File: src/rtl/cjs_pkg.sv
package cjs_pkg;

  // memory command codes seen on mem_cmd_o
  localparam int CMDW = 2;
  localparam logic [CMDW-1:0] CMD_CTX   = 2'd0;
  localparam logic [CMDW-1:0] CMD_DATA  = 2'd1;
  localparam logic [CMDW-1:0] CMD_STORE = 2'd2;
  localparam logic [CMDW-1:0] CMD_HDR   = 2'd3;

  typedef enum logic [2:0] {
    S_IDLE,
    S_MODE,
    S_CTX,
    S_DATA,
    S_WAIT,
    S_UNLD,
    S_RST,
    S_NTFY
  } seq_state_t;

endpackage

File: src/rtl/cjs_rst_sync.sv
module cjs_rst_sync (
  input  logic clk,
  input  logic rst_n,
  output logic srst_n
);

  logic [1:0] sync_q;

  always_ff @(posedge clk or negedge rst_n) begin
    if (!rst_n) sync_q <= 2'b00;
    else        sync_q <= {sync_q[0], 1'b1};
  end

  assign srst_n = sync_q[1];

endmodule

File: src/rtl/cjs_arbiter.sv
module cjs_arbiter #(
  parameter int NCH  = 4,
  parameter int IDXW = $clog2(NCH)
) (
  input  logic [NCH-1:0]      req,
  input  logic [NCH*IDXW-1:0] prio,
  output logic [NCH-1:0]      win,
  output logic                any
);

  logic [NCH-1:0]  match [NCH];
  logic [NCH-1:0]  once;
  logic            perm_ok;
  logic [IDXW-1:0] ord [NCH];

  // each channel index must appear in exactly one rank field
  for (genvar c = 0; c < NCH; c++) begin : g_chan
    for (genvar r = 0; r < NCH; r++) begin : g_rank
      assign match[c][r] = (prio[r*IDXW +: IDXW] == IDXW'(c));
    end
    assign once[c] = $onehot(match[c]);
  end

  assign perm_ok = &once;

  for (genvar r = 0; r < NCH; r++) begin : g_ord
    assign ord[r] = perm_ok ? prio[r*IDXW +: IDXW] : IDXW'(r);
  end

  // lowest rank number that requests wins, so scan from the bottom up
  always_comb begin
    win = '0;
    any = 1'b0;
    for (int r = NCH - 1; r >= 0; r--) begin
      if (req[ord[r]]) begin
        win          = '0;
        win[ord[r]]  = 1'b1;
        any          = 1'b1;
      end
    end
  end

endmodule

File: src/rtl/cjs_wait_timer.sv
module cjs_wait_timer #(
  parameter int TW = 16
) (
  input  logic          clk,
  input  logic          rst_n,
  input  logic          run,
  input  logic [TW-1:0] limit,
  output logic          expired
);

  logic [TW-1:0] cnt_q, cnt_d;
  logic          cnt_en;
  logic [TW-1:0] lim_m1;

  assign lim_m1  = limit - TW'(1);
  assign cnt_en  = run | (cnt_q != '0);
  assign cnt_d   = run ? cnt_q + TW'(1) : '0;
  assign expired = run && (cnt_q == lim_m1);

  always_ff @(posedge clk or negedge rst_n) begin
    if (!rst_n)      cnt_q <= '0;
    else if (cnt_en) cnt_q <= cnt_d;
  end

endmodule

File: src/rtl/cjs_seq_fsm.sv
module cjs_seq_fsm
  import cjs_pkg::*;
#(
  parameter int NCH  = 4,
  parameter int SVCW = 3
) (
  input  logic                clk,
  input  logic                rst_n,
  input  logic [NCH-1:0]      arb_win,
  input  logic                arb_any,
  input  logic [NCH*SVCW-1:0] chan_nsvc,
  input  logic [NCH-1:0]      chan_dyn,
  input  logic [NCH-1:0]      chan_last,
  input  logic                notify_irq,
  input  logic                notify_chain,
  input  logic                eu_rst_cmd,
  input  logic                eu_done,
  input  logic                mem_ack,
  input  logic                tmo,
  output logic [NCH-1:0]      grant,
  output logic                eu_mode,
  output logic                mem_req,
  output logic [CMDW-1:0]     mem_cmd,
  output logic                eu_rst,
  output logic                irq,
  output logic                err,
  output logic                in_wait
);

  seq_state_t      state_q, state_d;
  logic [NCH-1:0]  grant_q;
  logic [SVCW-1:0] rem_q, rem_d;
  logic            dyn_q, last_q, err_q, err_d;
  logic [SVCW-1:0] sel_nsvc;
  logic            sel_dyn, sel_last;
  logic            cap, rem_dec, err_en;
  logic            notify_now, wb_req;

  // pick the attributes of the channel about to be granted
  always_comb begin
    sel_nsvc = '0;
    sel_dyn  = 1'b0;
    sel_last = 1'b0;
    for (int c = 0; c < NCH; c++) begin
      if (arb_win[c]) begin
        sel_nsvc = sel_nsvc | chan_nsvc[c*SVCW +: SVCW];
        sel_dyn  = sel_dyn  | chan_dyn[c];
        sel_last = sel_last | chan_last[c];
      end
    end
  end

  assign cap        = (state_q == S_IDLE) && arb_any;
  assign notify_now = !notify_chain || last_q;
  assign wb_req     = (state_q == S_NTFY) && notify_now && !notify_irq;

  // next-state process
  always_comb begin
    state_d = state_q;
    rem_d   = rem_q;
    err_d   = err_q;
    rem_dec = 1'b0;
    err_en  = 1'b0;
    unique case (state_q)
      S_IDLE: begin
        if (arb_any) begin
          state_d = S_MODE;
          rem_d   = (sel_nsvc == '0) ? SVCW'(1) : sel_nsvc;
          err_d   = 1'b0;
          err_en  = 1'b1;
        end
      end
      S_MODE: state_d = S_CTX;
      S_CTX:  if (mem_ack) state_d = S_DATA;
      S_DATA: if (mem_ack) state_d = S_WAIT;
      S_WAIT: begin
        if (eu_done) begin
          state_d = S_UNLD;
        end else if (tmo) begin
          state_d = S_IDLE;
          err_d   = 1'b1;
          err_en  = 1'b1;
        end
      end
      S_UNLD: begin
        if (mem_ack) begin
          if (rem_q > SVCW'(1)) begin
            state_d = S_CTX;
            rem_d   = rem_q - SVCW'(1);
            rem_dec = 1'b1;
          end else if (dyn_q) begin
            state_d = S_RST;
          end else begin
            state_d = S_NTFY;
          end
        end
      end
      S_RST:  state_d = S_NTFY;
      S_NTFY: if (!wb_req || mem_ack) state_d = S_IDLE;
      default: state_d = S_IDLE;
    endcase
  end

  // register process
  always_ff @(posedge clk or negedge rst_n) begin
    if (!rst_n) begin
      state_q <= S_IDLE;
      grant_q <= '0;
      rem_q   <= '0;
      dyn_q   <= 1'b0;
      last_q  <= 1'b0;
      err_q   <= 1'b0;
    end else begin
      state_q <= state_d;
      if (cap) begin
        grant_q <= arb_win;
        dyn_q   <= sel_dyn;
        last_q  <= sel_last;
      end
      if (cap || rem_dec) rem_q <= rem_d;
      if (err_en)         err_q <= err_d;
    end
  end

  // outputs decoded from the registered state
  always_comb begin
    mem_req = 1'b0;
    mem_cmd = CMD_CTX;
    unique case (state_q)
      S_CTX:  begin mem_req = 1'b1; mem_cmd = CMD_CTX;   end
      S_DATA: begin mem_req = 1'b1; mem_cmd = CMD_DATA;  end
      S_UNLD: begin mem_req = 1'b1; mem_cmd = CMD_STORE; end
      S_NTFY: begin mem_req = wb_req; mem_cmd = CMD_HDR; end
      default: ;
    endcase
  end

  assign grant   = (state_q != S_IDLE) ? grant_q : '0;
  assign eu_mode = (state_q == S_MODE);
  assign eu_rst  = (state_q == S_RST) | eu_rst_cmd;
  assign irq     = (state_q == S_NTFY) && notify_now && notify_irq;
  assign err     = err_q;
  assign in_wait = (state_q == S_WAIT);

  // the mode strobe is followed directly by the context load
  p_mode_then_ctx_r4: assert property (@(posedge clk) disable iff (!rst_n)
    eu_mode |=> (mem_req && mem_cmd == CMD_CTX));

  // a new store request only ever follows an accepted done flag
  p_store_after_done_r4: assert property (@(posedge clk) disable iff (!rst_n)
    (mem_req && mem_cmd == CMD_STORE && !$past(mem_req && mem_cmd == CMD_STORE))
      |-> $past(eu_done));

  // an unacknowledged command is held with the same code
  p_req_hold_r11: assert property (@(posedge clk) disable iff (!rst_n)
    (mem_req && !mem_ack) |=> (mem_req && $stable(mem_cmd)));

  // interrupt and header writeback never happen together
  p_irq_no_req_r7: assert property (@(posedge clk) disable iff (!rst_n)
    irq |-> !mem_req);

endmodule

File: src/rtl/chan_job_seq.sv
module chan_job_seq
  import cjs_pkg::*;
#(
  parameter int NCH  = 4,
  parameter int SVCW = 3,
  parameter int TW   = 16,
  localparam int IDXW = $clog2(NCH)
) (
  input  logic                clk,
  input  logic                rst_n,
  input  logic [NCH-1:0]      req_i,
  input  logic [NCH*IDXW-1:0] prio_i,
  input  logic [NCH*SVCW-1:0] chan_nsvc_i,
  input  logic [NCH-1:0]      chan_dyn_i,
  input  logic [NCH-1:0]      chan_last_i,
  input  logic                notify_irq_i,
  input  logic                notify_chain_i,
  input  logic [TW-1:0]       wait_limit_i,
  input  logic                eu_rst_cmd_i,
  input  logic                eu_done_i,
  input  logic                mem_ack_i,
  output logic [NCH-1:0]      grant_o,
  output logic                eu_mode_o,
  output logic                mem_req_o,
  output logic [CMDW-1:0]     mem_cmd_o,
  output logic                eu_rst_o,
  output logic                irq_o,
  output logic                err_o
);

  logic           srst_n;
  logic [NCH-1:0] arb_win;
  logic           arb_any;
  logic           in_wait;
  logic           tmo;

  cjs_rst_sync u_rst_sync (
    .clk    (clk),
    .rst_n  (rst_n),
    .srst_n (srst_n)
  );

  cjs_arbiter #(.NCH(NCH), .IDXW(IDXW)) u_arb (
    .req  (req_i),
    .prio (prio_i),
    .win  (arb_win),
    .any  (arb_any)
  );

  cjs_wait_timer #(.TW(TW)) u_timer (
    .clk     (clk),
    .rst_n   (srst_n),
    .run     (in_wait),
    .limit   (wait_limit_i),
    .expired (tmo)
  );

  cjs_seq_fsm #(.NCH(NCH), .SVCW(SVCW)) u_fsm (
    .clk          (clk),
    .rst_n        (srst_n),
    .arb_win      (arb_win),
    .arb_any      (arb_any),
    .chan_nsvc    (chan_nsvc_i),
    .chan_dyn     (chan_dyn_i),
    .chan_last    (chan_last_i),
    .notify_irq   (notify_irq_i),
    .notify_chain (notify_chain_i),
    .eu_rst_cmd   (eu_rst_cmd_i),
    .eu_done      (eu_done_i),
    .mem_ack      (mem_ack_i),
    .tmo          (tmo),
    .grant        (grant_o),
    .eu_mode      (eu_mode_o),
    .mem_req      (mem_req_o),
    .mem_cmd      (mem_cmd_o),
    .eu_rst       (eu_rst_o),
    .irq          (irq_o),
    .err          (err_o),
    .in_wait      (in_wait)
  );

  // at most one channel holds the grant
  p_grant_onehot_r1: assert property (@(posedge clk) disable iff (!srst_n)
    $onehot0(grant_o));

  // a grant never moves to another channel without first dropping
  p_grant_stable_r1: assert property (@(posedge clk) disable iff (!srst_n)
    (grant_o != '0) |=> ((grant_o == $past(grant_o)) || (grant_o == '0)));

  // a fresh grant goes to a channel that was requesting
  p_grant_from_req_r2: assert property (@(posedge clk) disable iff (!srst_n)
    $rose(|grant_o) |-> (($past(req_i) & grant_o) != '0));

  // a job-driven unit reset follows an accepted store
  p_rst_src_r6: assert property (@(posedge clk) disable iff (!srst_n)
    (eu_rst_o && !eu_rst_cmd_i) |->
      $past(mem_req_o && mem_cmd_o == CMD_STORE && mem_ack_i));

  // the error flag rises only as the job is abandoned
  p_err_idle_r10: assert property (@(posedge clk) disable iff (!srst_n)
    $rose(err_o) |-> (grant_o == '0));

endmodule

File: config.mk
export PLATFORM = sky130hd
export DESIGN_NAME = chan_job_seq
export DESIGN_NICKNAME = d
export VERILOG_FILES = /design/src/rtl/cjs_pkg.sv /design/src/rtl/cjs_rst_sync.sv /design/src/rtl/cjs_arbiter.sv /design/src/rtl/cjs_wait_timer.sv /design/src/rtl/cjs_seq_fsm.sv /design/src/rtl/chan_job_seq.sv
export SDC_FILE = /design/constraint.sdc
export NUM_CORES = 1
export LEC_CHECK = 0
export BUFFER_PORTS_ARGS = -buffer_cell sky130_fd_sc_hd__buf_4
export CORE_ASPECT_RATIO = 0.9
export CORE_UTILIZATION = 41
export DETAILED_ROUTE_END_ITERATION = 8
export GPL_ROUTABILITY_DRIVEN = 0
export PLACE_DENSITY = 0.64
export SYNTH_ARGS = -nofsm -noshare
export SYNTH_HDL_FRONTEND = slang
export SYNTH_SLANG_ARGS = --single-unit
File: constraint.sdc
create_clock -name clk -period 1.3 [get_ports clk]
set_clock_uncertainty 0.1 [all_clocks]
set_input_delay 0.195 -clock clk [delete_from_list [all_inputs] [get_ports clk]]
set_output_delay 0.195 -clock clk [all_outputs]
set_load 0.05 [all_outputs]
==> flow_summary.ini, run 1 <==
[status]
status = complete, but fails checks
violations = setup timing

[die]
die_area_um2 = 8130
start_util = 0.422
die_h_um = 85.6
rows = 30
ios = 66
core_region_area_um2 = 7540
fp.dieW_um = 94.9

[sta]
finalMaxSlewViolations = 0
fmax_mhz = 304
fin_crit_ns = 3.29
relSlewSlack = 0.523
grt_setup_unrepaired = yes
finalCritPeriodShare = 2.53
setup_viol = 39
setup_slack_ns = -1.99
worst_pin_slew_ns = 0.707
final_hold_viol_count = 0

[critical_path]
crit_type = primary input to flip-flop
cp_max_fo = 5
cp-end-kind = flip-flop
startpoint_type = primary input
rrSetupSlack_ns = -0.76
crit_arrival_ns = 3.37
r2r_cells = 7
worstPathRequired_ns = 1.38
r2r-start = u_timer.cnt_q[7]
reg2reg_to = u_fsm.err

[yosys]
syn_area_um2 = 3190
yosys_most_used_dff = dfrtp_1
yosys_register_bits = 31
yosys_warnings = 0
avgSynthCellArea_um2 = 8.36
synth-edff-count = 0
ys_seq_area_frac = 0.244
synth_nets = 457
netlist_instances = 381
synth_cell_types = 67
async_reset_ff_frac = 1.00

[global_routing]
grt_pass1_wl_um = 19000
grt_pass1_vias = 3930
track_usage = 0.302
grt_overflow = 0
antenna_found_initial = 0
grt_start_max_net_pins = 30

[route]
via_count = 4102
wl_per_cell_um = 20.5
firstDrtPassIters = 5
final_antenna_net_count = 0
routed_via_density = 5.85
drt-total-wl_um = 14400
drt_iter0_drc = 311
drc = 0

[layout]
fillers = 371
regArea_um2 = 778
synthToLayoutAreaGrowth_pct = 98.7
drive_gt1_frac = 0.625
fin_nets = 680
antenna_cells = 0
multi_input_area_um2 = 3170
final_area_um2 = 6330
instances_no_fill = 701

[min_path]
hold-path-cell-count = 2
min_from = mem_ack_i
holdCritPathClass = primary input to flip-flop
min_to = u_fsm.state_q[1]

[clocking]
cts_buffer_depth = 2
cts-root-buf = clkbuf_8
cts_buffers = 5
insertion_delay_ns = 0.30
cts_tree = yes
clkTransAtPathRegs_ns = 0.06
htree_num_levels = 2
cts.sinks = 31

[placed_design]
placedInstanceArea_um2 = 4970
portBuffers = 65
dp_hpwl_um = 7960
place_inst = 649

[run]
max-cap-violations = 0

[power]
ir_worst_vdd_v = 0.00196
p_leak_nw = 2.78
power_density_nw_per_um2 = 1250
finalPower_mw = 7.89
-- cell usage in the layout, fill, tap and decap left out, types with 10 or more instances in the layout --
cell,count
o21ai_0,11
inv_1,13
xnor2_1,11
dfrtp_1,29
nand3_1,10
nor2_4,11
ha_4,14
buf_6,47
nor2_1,20
buf_8,11
xor2_1,15
buf_4,166
nand2_1,22
-- layer usage --
| layer | vias up | track usage | share of wire |
|---|---|---|---|
| li1 | 1839 | - | - |
| met1 | 2014 | 0.412 | 0.42 |
| met2 | 200 | 0.499 | 0.48 |
| met3 | 49 | 0.0417 | 0.067 |
| met4 | 0 | 0.0826 | 0.032 |
| met5 | - | 0 | 0 |
-- registers in the layout, indices dropped and copies added, names as in the netlist --
register	cells
u_fsm.state_q	3
u_fsm.last_q	1
u_fsm.rem_q	3
u_fsm.err	1
u_rst_sync.sync_q	2
u_timer.cnt_q	16
u_fsm.dyn_q	1
u_fsm.grant_q	4
-- Yosys cell counts, types with 5 or more instances --
cell	instances	share of area
clkbuf_1	9	0.011
nor2b_1	17	0.033
a21o_1	6	0.014
o21ai_0	17	0.027
and3_1	5	0.0098
nand2_1	30	0.035
nor3_1	6	0.0094
mux2i_1	7	0.022
dfrtp_1	31	0.24
nand4_1	6	0.012
and2_1	8	0.016
nand3_1	16	0.025
nor2_1	31	0.037
xnor2_1	16	0.044
xor2_1	15	0.041
nor4_1	6	0.012
mux2_2	8	0.028
a211oi_1	6	0.014
ha_1	17	0.067
inv_1	18	0.021
nand2b_1	7	0.014
a21oi_1	19	0.030
-- how the worst max path moves through the flow --
stage               startpoint          endpoint  cells after the start
finish               prio_i[1]      u_fsm.last_q                     17
global placement     prio_i[3]    u_fsm.rem_q[0]                     14
CTS                  prio_i[1]       u_fsm.dyn_q                     14
floorplan            prio_i[0]  u_fsm.grant_q[0]                     12
detailed placement   prio_i[6]    u_fsm.rem_q[1]                     15
global route         prio_i[6]       u_fsm.dyn_q                     14
-- final cells by class --
cell class              count  area share
multi-input cells         317       0.501
repair buffers            231       0.327
flip-flops and latches     31       0.123
well taps                  96      0.0190
clock buffers               6      0.0130
inverters                  18      0.0115
clock inverters             2     0.00553
-- through the flow --
stage               setup slack, ns  hold WS [ns]  TNS [ns]   util
finish                        -1.99        0.0270    -32.02  0.839
floorplan                     -2.07        -0.201    -25.38      -
global route                  -2.13        0.0277    -34.14  0.839
global placement              -2.26        -0.123    -30.53  0.659
detailed placement            -2.31        -0.121    -31.33  0.659
CTS                           -1.88        0.0284    -28.83  0.781
-- logic make-up (layout without fill, tap and decap cells) --
kind of cell,Yosys count,in the layout,share of synthesized area
mux,15,15,0.0503
buf+inv,33,257,0.0475
other cells,1,1,0.00118
fa+ha+maj,21,21,0.0919
flops,31,31,0.244
xor+xnor,31,31,0.0852
compound gates,90,90,0.196
simple gates,159,159,0.284
-- what timing repair did --
item,CTS,global route
gates resized for setup,126,67
buffers inserted,32,17
hold endpoints to repair,2,0
cloned,1,0
endpoints found under the setup margin,39,39
pin swaps,50,51
hold buffers,1,0
-- where the power goes --
part | internal, mW | switching, mW | total (mW)
Sequential | 1.17 | 0.191 | 1.36
Combinational | 2.83 | 2.67 | 5.51
Clock | 0.620 | 0.398 | 1.02
Total | 4.62 | 3.26 | 7.89
-- critical path, stage by stage --
cell and delay [ns]:
buf_12 0.11, buf_6 0.11, nor2b_4 0.14, ha_4 0.23
ha_4 0.15, fa_1 0.47, and4bb_4 0.42, buf_6 0.11
a41oi_2 0.09, a21o_1 0.24, buf_6 0.15, o41ai_4 0.34
buf_6 0.19, buf_12 0.12, buf_12 0.10, a21oi_2 0.03
a21o_1 0.16
(Power assumes the default switching activity.)
==> run 2, diff against run 1 <==
ABC_AREA = 1   (was default)
PLACE_DENSITY = 0.63   (was 0.64)
SYNTH_HIERARCHICAL = 1   (was default)
==> flow_summary.ini, run 2 <==
[min_path]
holdCritPathClass = primary input to asynchronous set/reset pin

[critical_path]
cpMaxStageDelayCell = fa_1
crit_type = primary input to flip-flop
cp_num_buf_inv = 4
critPathMaxStageDelay_ns = 0.47
worstPathRequired_ns = 1.38
crit_chain = buf_8, nor2_4, inv_2, fa_1, inv_1, ha_2, ha_4, nor2_1, nand2_1, buf_4, nor3_2, nand3_1, nand4_1, nand3_2, a21oi_4, nand2_1, nand2_1, nor2_2, nand2_1, nand2_1, nand3_1, nand2_1
cp_max_fo = 6
path_common_cell = nand2_1
cp-end-kind = flip-flop
startpoint_type = primary input
crit_family = simple AND/OR/NAND/NOR gates
crit_arrival_ns = 3.15

[power]
finalPower_mw = 7.64
ir_worst_vdd_v = 0.00196
power_density_nw_per_um2 = 1240
p_leak_nw = 3.21

[die]
rows = 31
die_h_um = 90.7
start_util = 0.433
fp.dieW_um = 101
ios = 66
die_area_um2 = 9110
core_region_area_um2 = 8260

[yosys]
syn_area_um2 = 3580
synth-edff-count = 0
synth_top_area_cell = dfrtp_1
synth_cell_types = 40
yosys_warnings = 6
yosys_register_bits = 31
yosysMostFrequentCell = nand2_1
ys_seq_area_frac = 0.217
netlist_instances = 576
synthTopCellsByCount = nand2_1 (163), inv_1 (96), nor2_1 (76)
avgSynthCellArea_um2 = 6.22
synth_top_area_share = 0.217
synth_nets = 652
async_reset_ff_frac = 1.00
yosys_most_used_dff = dfrtp_1
synth_area_leaders = dfrtp_1 (22%), nand2_1 (17%), inv_1 (10%)

[sta]
setup_viol = 39
finalMaxSlewViolations = 0
fmax_mhz = 326
finalCritPeriodShare = 2.36
hold_ws_ns = 0.121
fin_crit_ns = 3.07
grt_setup_unrepaired = yes
fin_setup_tns_ns = -28.79
final_hold_viol_count = 0
setup_slack_ns = -1.77

[clocking]
insertion_delay_ns = 0.29
cts_buffer_depth = 2
htree_num_levels = 2
cts_buffers = 5
cts.sinks = 31
cts-root-buf = clkbuf_8
clkTransAtPathRegs_ns = 0.07
cts_tree = yes

[layout]
largest_reg_flops = 16
synthToLayoutAreaGrowth_pct = 72.5
final_common_cell = buf_4
drive_gt1_frac = 0.470
final_cell_mix = buf_4 (159), nand2_1 (142), inv_1 (75)
antenna_cells = 0
largestRegisters = u_timer/cnt_q: 16 flops, u_fsm/grant_q: 4 flops
largest_register = u_timer/cnt_q
fin_nets = 860
instances_no_fill = 900
fillers = 625

[route]
drt-total-wl_um = 12200
drc = 0
final_antenna_net_count = 0
routed_via_density = 4.88
wl_per_cell_um = 13.5
via_count = 4396
firstDrtPassIters = 5
drt_iter0_drc = 181

[placed_design]
dp_hpwl_um = 8890
portBuffers = 65
place_inst = 857

[status]
status = complete, but fails checks
violations = setup timing

[run]
max-cap-violations = 0

[global_routing]
track_usage = 0.276
grt_use_met2 = 0.500
grt_pass1_vias = 4460
grt_overflow = 0
grt.busiest_layer = met2
grt_start_max_net_pins = 28
globalRouteMet3Util = 0.0248
antenna_found_initial = 0
met1_usage = 0.349
grt_pass1_wl_um = 20200
-- run 2: cell count changes after synthesis, sizes merged, moves of 16 or more --
cell   change
nor2b     -17
inv       +87
nand2    +151
nand3     +35
nand4     +16
nor2      +55
-- run 2: timing repair --
item,in CTS,in global routing
pin swaps,51,23
setup endpoints to repair,39,39
hold buffers,2,0
endpoints found under the hold margin,4,0
cloned,1,0
buffers inserted,28,15
resized for setup,101,38
-- run 2: kinds of logic (layout without fill, tap and decap cells) --
group,count (synthesis),count (layout),share of synthesized area
xor+xnor,10,10,0.0245
other cells,1,1,0.00105
buf+inv,109,318,0.121
flops,31,31,0.217
simple gates,359,359,0.476
fa+ha+maj,21,21,0.0818
compound gates,45,45,0.0797
-- run 2: area by class of cell --
type / count / area (µm²) / share of cell area
multi-input cells: 436 / 2910 / 0.471
repair buffers: 204 / 1770 / 0.287
flip-flops and latches: 31 / 779 / 0.126
inverters: 106 / 454 / 0.0735
well taps: 115 / 144 / 0.0233
clock buffers: 6 / 82.6 / 0.0134
clock inverters: 2 / 35.0 / 0.00567
-- run 2: power by group --
group	internal (mW)	switching (mW)	total (mW)
Combinational	2.43	2.90	5.33
Clock	0.620	0.379	0.999
Sequential	1.19	0.130	1.32
Total	4.23	3.41	7.64
-- run 2: final timing paths --
check | endpoint | start | slack (ns) | cells past startpoint
max | u_fsm/rem_q[0] | prio_i[1] | -1.77 | 22
min | u_rst_sync/sync_q[0] | rst_n | 0.12 | 2
max reg2reg | u_fsm/state_q[1] | u_fsm/state_q[1] | -1.10 | 18
min reg2reg | u_timer/cnt_q[1] | u_rst_sync/sync_q[1] | 0.13 | 1
max in group asynchronous | u_fsm/state_q[0] | u_rst_sync/sync_q[1] | 0.40 | 1
min in group clk | u_fsm/last_q | chan_last_i[1] | 0.17 | 5
-- run 2: metrics by stage --
step                      setup WS (ns)  utilization  cell area (µm²)
after detailed placement          -2.11        0.639             5280
after global placement            -2.04        0.639             5280
final                             -1.77        0.748             6180
after floorplan                   -1.65            -             3890
after global routing              -1.91        0.748             6180
after CTS                         -1.68        0.730             6030
-- run 2: worst register-to-register path, stage by stage (launching register included) --
cell and delay [ns]:
dfrtp_2 0.42, inv_2 0.09, ha_4 0.16, nand2_4 0.05
inv_4 0.06, nand3_1 0.07, nor2_1 0.13, nand3_1 0.10
nor2_1 0.12, nand3_1 0.08, nor2_1 0.10, nand2_1 0.07
nor2_1 0.11, buf_4 0.14, nor3_2 0.05, a21oi_4 0.18
nand2_2 0.09, nand2_1 0.08, nand2_1 0.08
-- run 2: routing by layer --
layer  up-vias  routed length (µm)
met3        19                 396
met2        96                6120
li1       2233                   -
met4         0                 229
met5         -                   0
met1      2048                5440
